`config.mk`:
```
export PLATFORM = sky130hd
export DESIGN_NAME = reload_timer_top
export DESIGN_NICKNAME = d
export VERILOG_FILES = /design/src/rtl/rtmr_pkg.sv /design/src/rtl/rtmr_tick_gen.sv /design/src/rtl/rtmr_regs.sv /design/src/rtl/rtmr_counter.sv /design/src/rtl/reload_timer_top.sv
export SDC_FILE = /design/constraint.sdc
export NUM_CORES = 1
export LEC_CHECK = 0
export BUFFER_PORTS_ARGS = -buffer_cell sky130_fd_sc_hd__buf_2
export CAP_MARGIN = 20
export CORE_UTILIZATION = 50
export DETAILED_ROUTE_END_ITERATION = 12
export GPL_TIMING_DRIVEN = 1
export PLACE_DENSITY = 0.69
export SLEW_MARGIN = 20
export SYNTH_ARGS = -nofsm -noshare
export SYNTH_HDL_FRONTEND = slang
export SYNTH_SLANG_ARGS = --single-unit
```
`constraint.sdc`:
```
create_clock -name clk -period 3 [get_ports clk]
set_clock_uncertainty 0.15 [all_clocks]
set_input_delay 0.45 -clock clk [delete_from_list [all_inputs] [get_ports clk]]
set_output_delay 0.45 -clock clk [all_outputs]
set_load 0.005 [all_outputs]
```
`src/rtl/rtmr_pkg.sv`:
```
`timescale 1ns/1ps
package rtmr_pkg;
    localparam int DATA_W = 32;
    localparam int CNT_W  = 16;
    localparam int ADDR_W = 8;

    localparam logic [ADDR_W-1:0] OFF_CTRL   = 8'h00;
    localparam logic [ADDR_W-1:0] OFF_RELOAD = 8'h08;
    localparam logic [ADDR_W-1:0] OFF_COUNT  = 8'h0C;

    localparam int CTRL_EN_BIT  = 0;
    localparam int CTRL_RST_BIT = 31;

    typedef enum logic [1:0] {
        SEL_NONE,
        SEL_CTRL,
        SEL_RELOAD,
        SEL_COUNT
    } reg_sel_e;

    typedef struct packed {
        logic             wipe;
        logic             start;
        logic             load;
        logic [CNT_W-1:0] load_val;
    } cnt_cmd_t;

    function automatic reg_sel_e decode_addr(input logic [ADDR_W-1:0] a);
        reg_sel_e s;
        case (a)
            OFF_CTRL:   s = SEL_CTRL;
            OFF_RELOAD: s = SEL_RELOAD;
            OFF_COUNT:  s = SEL_COUNT;
            default:    s = SEL_NONE;
        endcase
        return s;
    endfunction

    function automatic logic [DATA_W-1:0] zext_cnt(input logic [CNT_W-1:0] v);
        return {{(DATA_W-CNT_W){1'b0}}, v};
    endfunction
endpackage

```
`src/rtl/rtmr_tick_gen.sv`:
```
`timescale 1ns/1ps
module rtmr_tick_gen #(
    parameter int CLK_HZ  = 200_000_000,
    parameter int TICK_HZ = 1_000_000
) (
    input  logic clk,
    input  logic rst,
    output logic tick_o
);
    localparam int RAW_DIV = CLK_HZ / TICK_HZ;
    localparam int DIV     = (RAW_DIV < 1) ? 1 : RAW_DIV;

    generate
        if (DIV == 1) begin : g_every
            logic live_q;
            always_ff @(posedge clk) begin
                if (rst) live_q <= 1'b0;
                else     live_q <= 1'b1;
            end
            assign tick_o = live_q;
        end else begin : g_div
            localparam int CW = $clog2(DIV);
            logic [CW-1:0] cnt_q;
            always_ff @(posedge clk) begin
                if (rst)                         cnt_q <= '0;
                else if (cnt_q == CW'(DIV - 1))  cnt_q <= '0;
                else                             cnt_q <= cnt_q + 1'b1;
            end
            assign tick_o = (cnt_q == CW'(DIV - 1));
        end
    endgenerate
endmodule

```
`src/rtl/rtmr_regs.sv`:
```
`timescale 1ns/1ps
module rtmr_regs
    import rtmr_pkg::*;
(
    input  logic              clk,
    input  logic              rst,
    input  logic [ADDR_W-1:0] addr,
    input  logic              wr,
    input  logic [DATA_W-1:0] wdata,
    input  logic              rd,
    output logic [DATA_W-1:0] rdata,
    input  logic [CNT_W-1:0]  count_i,
    output cnt_cmd_t          cmd_o,
    output logic [DATA_W-1:0] ctrl_o,
    output logic [CNT_W-1:0]  reload_o
);
    reg_sel_e          sel;
    logic              ctrl_wr, wipe_req;
    logic [DATA_W-1:0] ctrl_q;
    logic [CNT_W-1:0]  reload_q;
    logic [DATA_W-1:0] rdata_q;

    assign sel      = decode_addr(addr);
    assign ctrl_wr  = wr && (sel == SEL_CTRL);
    assign wipe_req = ctrl_wr && wdata[CTRL_RST_BIT];

    always_ff @(posedge clk) begin
        if (rst || wipe_req) begin
            ctrl_q   <= '0;
            reload_q <= '0;
        end else begin
            if (ctrl_wr)                  ctrl_q   <= wdata;
            if (wr && sel == SEL_RELOAD)  reload_q <= wdata[CNT_W-1:0];
        end
    end

    always_comb begin
        cmd_o          = '0;
        cmd_o.wipe     = wipe_req;
        cmd_o.start    = ctrl_wr && !wdata[CTRL_RST_BIT] && wdata[CTRL_EN_BIT];
        cmd_o.load     = wr && (sel == SEL_RELOAD);
        cmd_o.load_val = wdata[CNT_W-1:0];
    end

    always_ff @(posedge clk) begin
        if (rst || !rd) begin
            rdata_q <= '0;
        end else begin
            case (sel)
                SEL_CTRL:   rdata_q <= ctrl_q;
                SEL_RELOAD: rdata_q <= zext_cnt(reload_q);
                SEL_COUNT:  rdata_q <= zext_cnt(count_i);
                default:    rdata_q <= '0;
            endcase
        end
    end

    assign rdata    = rdata_q;
    assign ctrl_o   = ctrl_q;
    assign reload_o = reload_q;
endmodule

```
`src/rtl/rtmr_counter.sv`:
```
`timescale 1ns/1ps
module rtmr_counter
    import rtmr_pkg::*;
(
    input  logic             clk,
    input  logic             rst,
    input  logic             tick_i,
    input  cnt_cmd_t         cmd_i,
    input  logic [CNT_W-1:0] reload_i,
    output logic [CNT_W-1:0] count_o,
    output logic             running_o,
    output logic             expire_o
);
    logic [CNT_W-1:0] count_q;
    logic             run_q;
    logic             expire_q;
    logic             step;

    assign step = run_q && tick_i && (reload_i != '0);

    always_ff @(posedge clk) begin
        if (rst || cmd_i.wipe) begin
            count_q  <= '0;
            run_q    <= 1'b0;
            expire_q <= 1'b0;
        end else begin
            expire_q <= 1'b0;
            if (cmd_i.start) run_q <= 1'b1;
            if (cmd_i.load) begin
                count_q <= cmd_i.load_val;
            end else if (step) begin
                if (count_q <= CNT_W'(1)) begin
                    count_q  <= reload_i;
                    expire_q <= 1'b1;
                end else begin
                    count_q <= count_q - 1'b1;
                end
            end
        end
    end

    assign count_o   = count_q;
    assign running_o = run_q;
    assign expire_o  = expire_q;
endmodule

```
`src/rtl/reload_timer_top.sv`:
```
`timescale 1ns/1ps
module reload_timer_top
    import rtmr_pkg::*;
#(
    parameter int CLK_HZ  = 200_000_000,
    parameter int TICK_HZ = 1_000_000
) (
    input  logic        clk,
    input  logic        rst,
    input  logic [7:0]  bus_addr,
    input  logic        bus_wr,
    input  logic [31:0] bus_wdata,
    input  logic        bus_rd,
    output logic [31:0] bus_rdata,
    output logic        expire_o
);
    logic              tick_w;
    cnt_cmd_t          cmd_w;
    logic [DATA_W-1:0] ctrl_w;
    logic [CNT_W-1:0]  reload_w;
    logic [CNT_W-1:0]  count_w;
    logic              running_w;

    rtmr_tick_gen #(.CLK_HZ(CLK_HZ), .TICK_HZ(TICK_HZ)) tick_i (
        .clk    (clk),
        .rst    (rst),
        .tick_o (tick_w)
    );

    rtmr_regs regs_i (
        .clk      (clk),
        .rst      (rst),
        .addr     (bus_addr),
        .wr       (bus_wr),
        .wdata    (bus_wdata),
        .rd       (bus_rd),
        .rdata    (bus_rdata),
        .count_i  (count_w),
        .cmd_o    (cmd_w),
        .ctrl_o   (ctrl_w),
        .reload_o (reload_w)
    );

    rtmr_counter cnt_i (
        .clk       (clk),
        .rst       (rst),
        .tick_i    (tick_w),
        .cmd_i     (cmd_w),
        .reload_i  (reload_w),
        .count_o   (count_w),
        .running_o (running_w),
        .expire_o  (expire_o)
    );
endmodule

```
-- Word-level counts from Yosys, hierarchy flattened
Cells that the tools add are included.
- bits in registers: 106
- bits in latches: 0
- RAM bits: 0
- memory bits (read-only): 0
- bits of input ports: 44
- output and inout bits: 33
- word-level logic and storage cells: 39
- memories kept: 0
- $add $sub $neg: 2
- multiply operators: 0
- divide/modulo/power cells: 0
- order comparisons: 1
- equality and inequality tests: 6
- shifts and indexed selects: 0
- muxes and demuxes: 6
- bitwise operators: 1
- reduce and logical (&&, ||, !) cells: 16
- operators with widths (cell ; count):
    one-hot mux 32 bit (3 select lines) ; 1
    two-way mux 16 bit ; 3
    equality test 8 x 4 -> 1 bit (second input constant) ; 2
    less-or-equal comparator 16 x 1 -> 1 bit (second input constant) ; 1
    nonzero test 16 bit ; 1
    subtractor 16 x 1 -> 16 bit (second input constant) ; 1
    adder 8 x 1 -> 8 bit (second input constant) ; 1
    equality test 8 bit (second input constant) ; 1
    zero test 8 bit ; 1
    logical AND 1 bit ; 7
    one-hot mux 2 bit (3 select lines) ; 1
    equality test 2 bit (second input constant) ; 2
    OR reduction 3 bit ; 1
    equality test 2 x 1 -> 1 bit (second input constant) ; 1
    zero test 1 bit ; 2
    logical OR 1 bit ; 2
    nonzero test 2 bit ; 1
    OR reduction 2 bit ; 1
    two-way mux 1 bit ; 1
    inverter 1 bit ; 1

-- Longest topological paths before layout
Gate-level depths: netlist (run 1).
- depth after elaboration: 7
- mapped depth: 10
- mapped depth without buffers: 8

-- Hierarchy
Synthesis (run 1) repeated with hierarchy kept, for this count alone.
- cells, all modules: 444
- area, all modules: 4503.1 µm²
- by module, submodules not included (module ; instances ; cells each ; area an instance (µm²) ; seq. area each (µm²)):
    rtmr_regs ; 1 ; 244 ; 2852.7 ; 1601.5
    rtmr_counter ; 1 ; 162 ; 1291.2 ; 360.3
    rtmr_tick_gen ; 1 ; 38 ; 359.1 ; 160.2

-- Worst setup path before layout (run 1)
No wires, ideal clock.
- path kind: reg-to-reg
- start: register cnt_i.count_q[8] (netlist: cnt_i.count_o[8])
- end: register cnt_i.count_q[4] (netlist: cnt_i.count_o[4])
- setup time: 74 ps
- arrival time: 2472 ps
- required time: 2776 ps
- slack: 304 ps
- stages on the path, launching flop included: 11
- path buffers: 4
- clock period less this slack: 2696 ps
- cell sequence: dfxtp_1 > buf_6 > or4_4 > or4b_1 > buf_2 > or2_1 > buf_6 > buf_6 > a22oi_2 > o221ai_1 > a31oi_1
- longest elaborated chain between the ends: 4
- ends and longest elaborated chain (item ; RTL line ; text):
    start: declaration ; rtmr_counter.sv:14 ; logic [CNT_W-1:0] count_q;
    start signal: assignment ; rtmr_counter.sv:30 ; count_q <= cmd_i.load_val;
    start signal: assignment ; rtmr_counter.sv:33 ; count_q <= reload_i;
    start signal: assignment ; rtmr_counter.sv:36 ; count_q <= count_q - 1'b1;
    less-or-equal comparator 16 x 1 -> 1 bit ; rtmr_counter.sv:32 ; if (count_q <= CNT_W'(1)) begin
    two-way mux 16 bit ; rtmr_counter.sv:32 ;
    two-way mux 16 bit ; rtmr_counter.sv:31 ; end else if (step) begin
    two-way mux 16 bit ; rtmr_counter.sv:29 ; if (cmd_i.load) begin
No other way between the ends. The select of a mux whose other input is x is not followed.
A chain may end at the register's enable or synchronous reset.

-- Final worst setup path (run 1)
- start: register cnt_i.count_q[8] (netlist: cnt_i.count_o[8])
- end: register cnt_i.count_q[8] (netlist: cnt_i.count_o[8])
- longest elaborated chain between the ends: 4
- elaborated cells on any way between the ends: 5
- those cells by class: add/sub (1); order compare (1); mux (3)
- ends and longest elaborated chain (item ; RTL line):
    subtractor 16 x 1 -> 16 bit / less-or-equal comparator 16 x 1 -> 1 bit (equally long branches) ; rtmr_counter.sv:36, rtmr_counter.sv:32
    two-way mux 16 bit (*) ; rtmr_counter.sv:32
    two-way mux 16 bit (*) ; rtmr_counter.sv:31
    two-way mux 16 bit (*) ; rtmr_counter.sv:29
Every way passes the cells marked *; elsewhere a longest branch is shown, timed or not. The select of a mux whose other input is x is not followed.

==> results.yml, run 1 <==
sta:
  fin_crit_sh_pct: 90.5
  fmax_mhz: 368
  setup_viol: 0
  worstMarginPinSlew_ps: 964
  slew_viol_final: 0
  tns_ps: 0
  hold_viol: 0
  rsz0062_at_grt: "false"
  relSlewSlack_pct: 35.7
  min_period_ps: 2720
grt:
  grt_pass1_vias: 3605
  grt_antenna_before_repair: 0
  grt_max_degree: 42
  gr-usage-all-layers_pct: 24.2
  grt_first_pass_wirelength_um: 17200
  grt_overflow: 0
detailed_routing:
  drc: 0
  wirelength_um: 10200
  ant_nets: 0
  wl_per_cell_um: 14.2
  vias: 3884
  dr.pass1.iters: 5
  drtIter0Drc: 205
  vias_per_cell: 5.41
synth:
  avgSynthCellArea_sq_um: 8.24
  synth_area_sq_mm: 0.00443
  ys_seq_area_share_pct: 47.9
  synth_compound_area_share_pct: 16.8
  synth_cell_types: 47
  synth_async_sr_flop_share_pct: 0
  syn-num-nets: 585
  synth_simple_gate_area_share_pct: 23.3
  synth_top_area_share_pct: 47.9
  synthTopCellsByArea: "dfxtp_1 48%, a21oi_1 9.8%, nand2_1 8.6%"
  yosysMostFrequentCell: "dfxtp_1"
  synthXorXnorAreaFrac_pct: 3.16
  synth_edf_count: 0
  synth_top_family_by_area: "simple AND/OR/NAND/NOR gates"
  synth-seq-cells: 106
  synthFlopType: "dfxtp_1"
  yosys_warnings: 0
  synthCells: 538
  synth_adder_area_share_pct: 0.847
  muxShareOfSynthArea_pct: 3.84
  synth_common_cells: "106 x dfxtp_1, 101 x nand2_1, 87 x a21oi_1"
  netlist.top_cell.by_area: "dfxtp_1"
place:
  placed_cell_area_sq_mm: 0.00494
  place_hpwl_um: 6950
  portBuffers: 76
  gp_congestion: 0.862
worst_setup_path:
  crit_slowest_cell: "or4_4"
  path_delay_family: "simple AND/OR/NAND/NOR gates"
  critPathKind: "reg2reg"
  crit_buf_inv: 1
  cp_slowest_stage_delay_ps: 580
  critPathMaxFanout: 12
  startpoint_type: "flip-flop"
  required_ps: 3150
  end_kind: "flip-flop"
  cp_cell_sequence: "or4_4, or4b_1, or2_1, buf_4, a22oi_2, o211ai_1, a31oi_1"
  worstPathArrival_ps: 2870
die:
  initial_core_util_pct: 52.9
  coreArea_sq_mm: 0.00838
  ioPinCount: 77
  fp.dieW_um: 96.2
  die_h_um: 96.2
  rows: 33
  dieArea_sq_mm: 0.00925
cells_and_area:
  fin_area_sq_mm: 0.00511
  antenna_cells: 0
  final.fill_count: 770
  nNetsFinal: 655
  final_layout_size_suffix_gt1_share_pct: 18.9
  syn_to_final_growth_pct: 15.3
clock_tree:
  cts_htree_levels: 3
  cts_root_buf: "clkbuf_8"
  clock_sinks: 106
  clk_latency_ps: 370
  cts_tree: "done"
  ctsHoldBuffers: 0
  postCtsSetupBuffers: 0
  cts_resized: 0
  clk_path_buf_depth: 2
  clk_pin_slew_worst_paths_ps: 100
  cts_made_buffers: 9
power_and_ir_drop:
  total_power_uw: 2330
  p_per_area_mw_per_mm2: 457
  power_leakage_uw: 0.00203
  vdd_drop_max_v: 0.000214
job:
  max-cap-violations: 0
run_status:
  outcome: "complete, no violations"
worst_hold_path:
  min_path_type: "in2reg"
==> report_power, final <==
group          leakage, uW  internal, uW  switching (uW)  total (uW)
combinational      0.00109          44.9            66.2         111
sequential        0.000854          1410            3.86        1410
clock            0.0000877           311             498         809
==> kinds of logic after synthesis <==
logic type | Yosys count
DFF | 106
and+or+nand+nor | 226
adders and majority gates | 3
AOI/OAI and AO/OA | 129
xor gates and xnor gates | 16
muxes | 17
buffers and inverters | 41
==> per-layer routing <==
metal / vias to the layer above / GRT usage [%] / share of wire, %
met3: 10 / 4.50 / 4.6
met2: 101 / 40.7 / 47
met4: 0 / 8.21 / 1.4
li1: 1978 / - / -
met1: 1795 / 31.1 / 47
met5: - / 0 / 0
==> tightest hold or removal path, stage by stage <==
cell and delay [ps]:
buf_2 90, nand2_1 40, a21oi_1 50
==> state kept, by name, indices dropped and copies added (netlist names) <==
register            count
cnt_i.count_o          16
cnt_i.expire_o          1
cnt_i.running_o         1
regs_i.ctrl_o          32
regs_i.rdata           32
regs_i.reload_o        16
tick_i.g_div.cnt_q      8
==> worst paths after layout <==
| check | slack, ps | cells past startpoint | from | endpoint |
|---|---|---|---|---|
| min | 150 | 3 | bus_wdata[26] | regs_i.ctrl_o[26]$_SDFFE_PP0N_ |
| max reg2reg | 280 | 7 | cnt_i.count_o[8]$_SDFFE_PP0P_ | cnt_i.count_o[8]$_SDFFE_PP0P_ |
| min reg2reg | 300 | 1 | tick_i.g_div.cnt_q[0]$_SDFF_PP0_ | tick_i.g_div.cnt_q[0]$_SDFF_PP0_ |
| max | 280 | 7 | cnt_i.count_o[8]$_SDFFE_PP0P_ | cnt_i.count_o[8]$_SDFFE_PP0P_ |
==> placed cells by master, fill, tap and decap left out, drive strengths merged, types with 2 or more instances in the layout <==
cell type  count
a211o          7
a21oi         87
a22oi          3
a311o          2
a31oi          4
and2          17
and3           3
and3b          2
buf           96
clkbuf        10
clkinv         2
dfxtp        106
ha             3
inv            7
mux2i         17
nand2        101
nand2b         3
nand3         10
nand4b         3
nor2          57
nor3           7
nor3b          2
nor4           8
o211ai         2
o21ai         14
o221ai         2
o41ai          2
or2            3
or4            5
xnor2          8
xor2           8
==> cell type report <==
cell class              count  area (sq um)  share of cell area, %
inverters                   4          15.0                  0.294
well taps                 105           131                   2.57
clock inverters             6          47.5                  0.930
repair buffers             96           543                   10.6
clock buffers              10           128                   2.50
flip-flops and latches    106          2120                   41.5
multi-input cells         391          2120                   41.6
==> through the flow <==
stage | cells | hold slack (ps) | setup slack (ps) | utilization, %
finish | 718 | 154 | 284 | 61.0
CTS | 718 | 138 | 281 | 61.0
floorplan | 538 | 263 | 304 | -
global route | 718 | 150 | 131 | 61.0
global placement | 702 | 277 | 380 | 58.9
detailed placement | 702 | 286 | 306 | 58.9
Power figures use the tool's default switching activity.
==> run 2: changes to the inputs <==
--- a/config.mk
+++ b/config.mk
@@ -14,4 +14,5 @@
 export SLEW_MARGIN = 20
 export SYNTH_ARGS = -nofsm -noshare
 export SYNTH_HDL_FRONTEND = slang
+export SYNTH_HIERARCHICAL = 1
 export SYNTH_SLANG_ARGS = --single-unit
==> results.yml, run 2 <==
run_status:
  outcome: "complete, no violations"
power_and_ir_drop:
  p_per_area_mw_per_mm2: 475
  p_comb_share_pct: 4.9
  p_sw_share_pct: 25.2
  power.share.clock_pct: 35.6
  p_int_uw: 1780
  seqPwrFrac_pct: 59.4
  p_sw_uw: 601
  power_leakage_uw: 0.00202
  vdd_drop_max_v: 0.000262
clock_tree:
  cts_resized: 0
  cts_root_buf: "clkbuf_8"
  cts_made_buffers: 9
  clock_sinks: 106
  ctsHoldBuffers: 0
  postCtsSetupBuffers: 0
  clk_path_buf_depth: 2
  clk_pin_slew_worst_paths_ps: 110
  clk_latency_ps: 360
  cts_htree_levels: 3
  cts_tree: "done"
sta:
  hold_viol: 0
  fin_crit_sh_pct: 86.4
  worstMarginPinSlew_ps: 1020
  tns_ps: 0
  slew_viol_final: 0
  fmax_mhz: 386
  rsz0062_at_grt: "false"
  relSlewSlack_pct: 31.8
  min_period_ps: 2590
  setup_viol: 0
cells_and_area:
  nNetsFinal: 543
  syn_to_final_growth_pct: 11.4
  final_layout_size_suffix_gt1_share_pct: 27.2
  fin_area_sq_mm: 0.00501
  layout_common_cells: "106 x dfxtp_1, 76 x buf_2, 47 x a22o_1, 34 x nor2_1, 21 x a22oi_1"
  layout_commonest_cell: "dfxtp_1"
  final.fill_count: 765
  antenna_cells: 0
detailed_routing:
  dr.pass1.iters: 5
  vias: 3644
  wl_per_cell_um: 17.5
  drtIter0Drc: 221
  wirelength_um: 10600
  ant_nets: 0
  drc: 0
  vias_per_cell: 5.99
worst_setup_path:
  worstPathArrival_ps: 2710
  end_kind: "flip-flop"
  critPathMaxFanout: 5
  critPathKind: "reg2reg"
  required_ps: 3120
  startpoint_type: "flip-flop"
grt:
  grt_pass1_vias: 3342
  gr-usage-all-layers_pct: 22.8
  grt_antenna_before_repair: 0
  grt_overflow: 0
  grt_first_pass_wirelength_um: 17500
  grt_max_degree: 23
place:
  place_hpwl_um: 7170
  placed_cell_area_sq_mm: 0.00482
  portBuffers: 76
  gp_congestion: 0.889
die:
  dieArea_sq_mm: 0.00939
  initial_core_util_pct: 51.6
  fp.dieW_um: 96.9
  coreArea_sq_mm: 0.00872
  die_h_um: 96.9
  rows: 34
  ioPinCount: 77
synth:
  avgSynthCellArea_sq_um: 10.1
  synth_area_sq_mm: 0.00450
  synthFlopType: "dfxtp_1"
  synth_async_sr_flop_share_pct: 0
  synth_edf_count: 0
  synth_cell_types: 56
  yosysMostFrequentCell: "dfxtp_1"
  synth_common_cells: "106 x dfxtp_1, 47 x a22o_1, 34 x nor2_1"
  syn-num-nets: 492
  synthCells: 444
  yosys_warnings: 6
  synth_top_area_share_pct: 47.1
  synthTopCellsByArea: "dfxtp_1 47%, a22o_1 9.1%, buf_4 4.2%"
  netlist.top_cell.by_area: "dfxtp_1"
  ys_seq_area_share_pct: 47.1
  synth-seq-cells: 106
worst_hold_path:
  min_path_type: "in2reg"
job:
  max-cap-violations: 0
-- run 2: power groups by stage --
stage | sequential [uW] | combinational [uW] | clock, uW
after detailed placement | 1450 | 116 | 0
final | 1420 | 118 | 848
after floorplan | 1450 | 71.7 | 0
after global routing | 1420 | 127 | 928
after CTS | 1420 | 116 | 877
after global placement | 1450 | 114 | 0
-- run 2: worst max-delay path: stages (launching register included) --
cell and delay [ps]:
dfxtp_1 410, ha_1 210, nor4bb_1 380, and4_2 270, nand2_1 70, a41oi_1 250
and2_1 260, nand2_1 170, o32ai_1 330
-- run 2: cells by family (layout without fill, tap and decap cells) --
family | Yosys count | in the layout | synth area share, %
adder cells (fa/ha/maj) | 4 | 4 | 1.11
AND/OR/NAND/NOR | 110 | 110 | 14.9
XOR/XNOR | 12 | 12 | 2.33
buffers and inverters | 55 | 111 | 7.06
multiplexers | 19 | 19 | 4.67
AO/OA/AOI/OAI | 138 | 138 | 22.8
flip-flops | 106 | 106 | 47.1
-- run 2: layout make-up --
| cell class | count | area (sq um) | area share [%] |
|---|---|---|---|
| Clock buffer | 9 | 124 | 2.47 |
| Clock inverter | 7 | 72.6 | 1.45 |
| Inverter | 10 | 37.5 | 0.749 |
| Multi-Input combinational cell | 283 | 2080 | 41.4 |
| Sequential cell | 106 | 2120 | 42.3 |
| Tap cell | 108 | 135 | 2.69 |
| Timing Repair Buffer | 85 | 448 | 8.93 |
-- run 2: metrics by stage --
step	hold WS [ps]	power [uW]	std cells	setup slack (ps)	util, %
after floorplan	271	1520	444	573	-
after global placement	286	1560	592	400	55.3
after detailed placement	287	1560	592	275	55.3
after CTS	133	2410	608	399	57.5
after global routing	136	2470	608	221	57.5
final	146	2380	608	408	57.5
-- run 2: routing by layer --
layer / vias to the layer above / share of wire (%) / wire length [um] / global-route usage, %
met5: - / 0 / 0 / 0
li1: 1731 / - / - / -
met2: 131 / 46 / 4850 / 36.6
met4: 0 / 0.73 / 77 / 5.51
met3: 9 / 4.8 / 508 / 4.55
met1: 1773 / 49 / 5180 / 31.5
-- run 2: final timing paths --
check | startpoint | endpoint | slack, ps | cells after the start
max | tick_i/g_div.cnt_q[0]$_SDFF_PP0_ | cnt_i/count_o[13]$_SDFFE_PP0P_ | 410 | 8
min | bus_wdata[16] | regs_i/ctrl_o[16]$_SDFFE_PP0N_ | 150 | 2
max reg2reg | tick_i/g_div.cnt_q[0]$_SDFF_PP0_ | cnt_i/count_o[13]$_SDFFE_PP0P_ | 410 | 8
min reg2reg | regs_i/ctrl_o[31]$_SDFFE_PP0N_ | regs_i/rdata[31]$_SDFF_PP0_ | 310 | 1
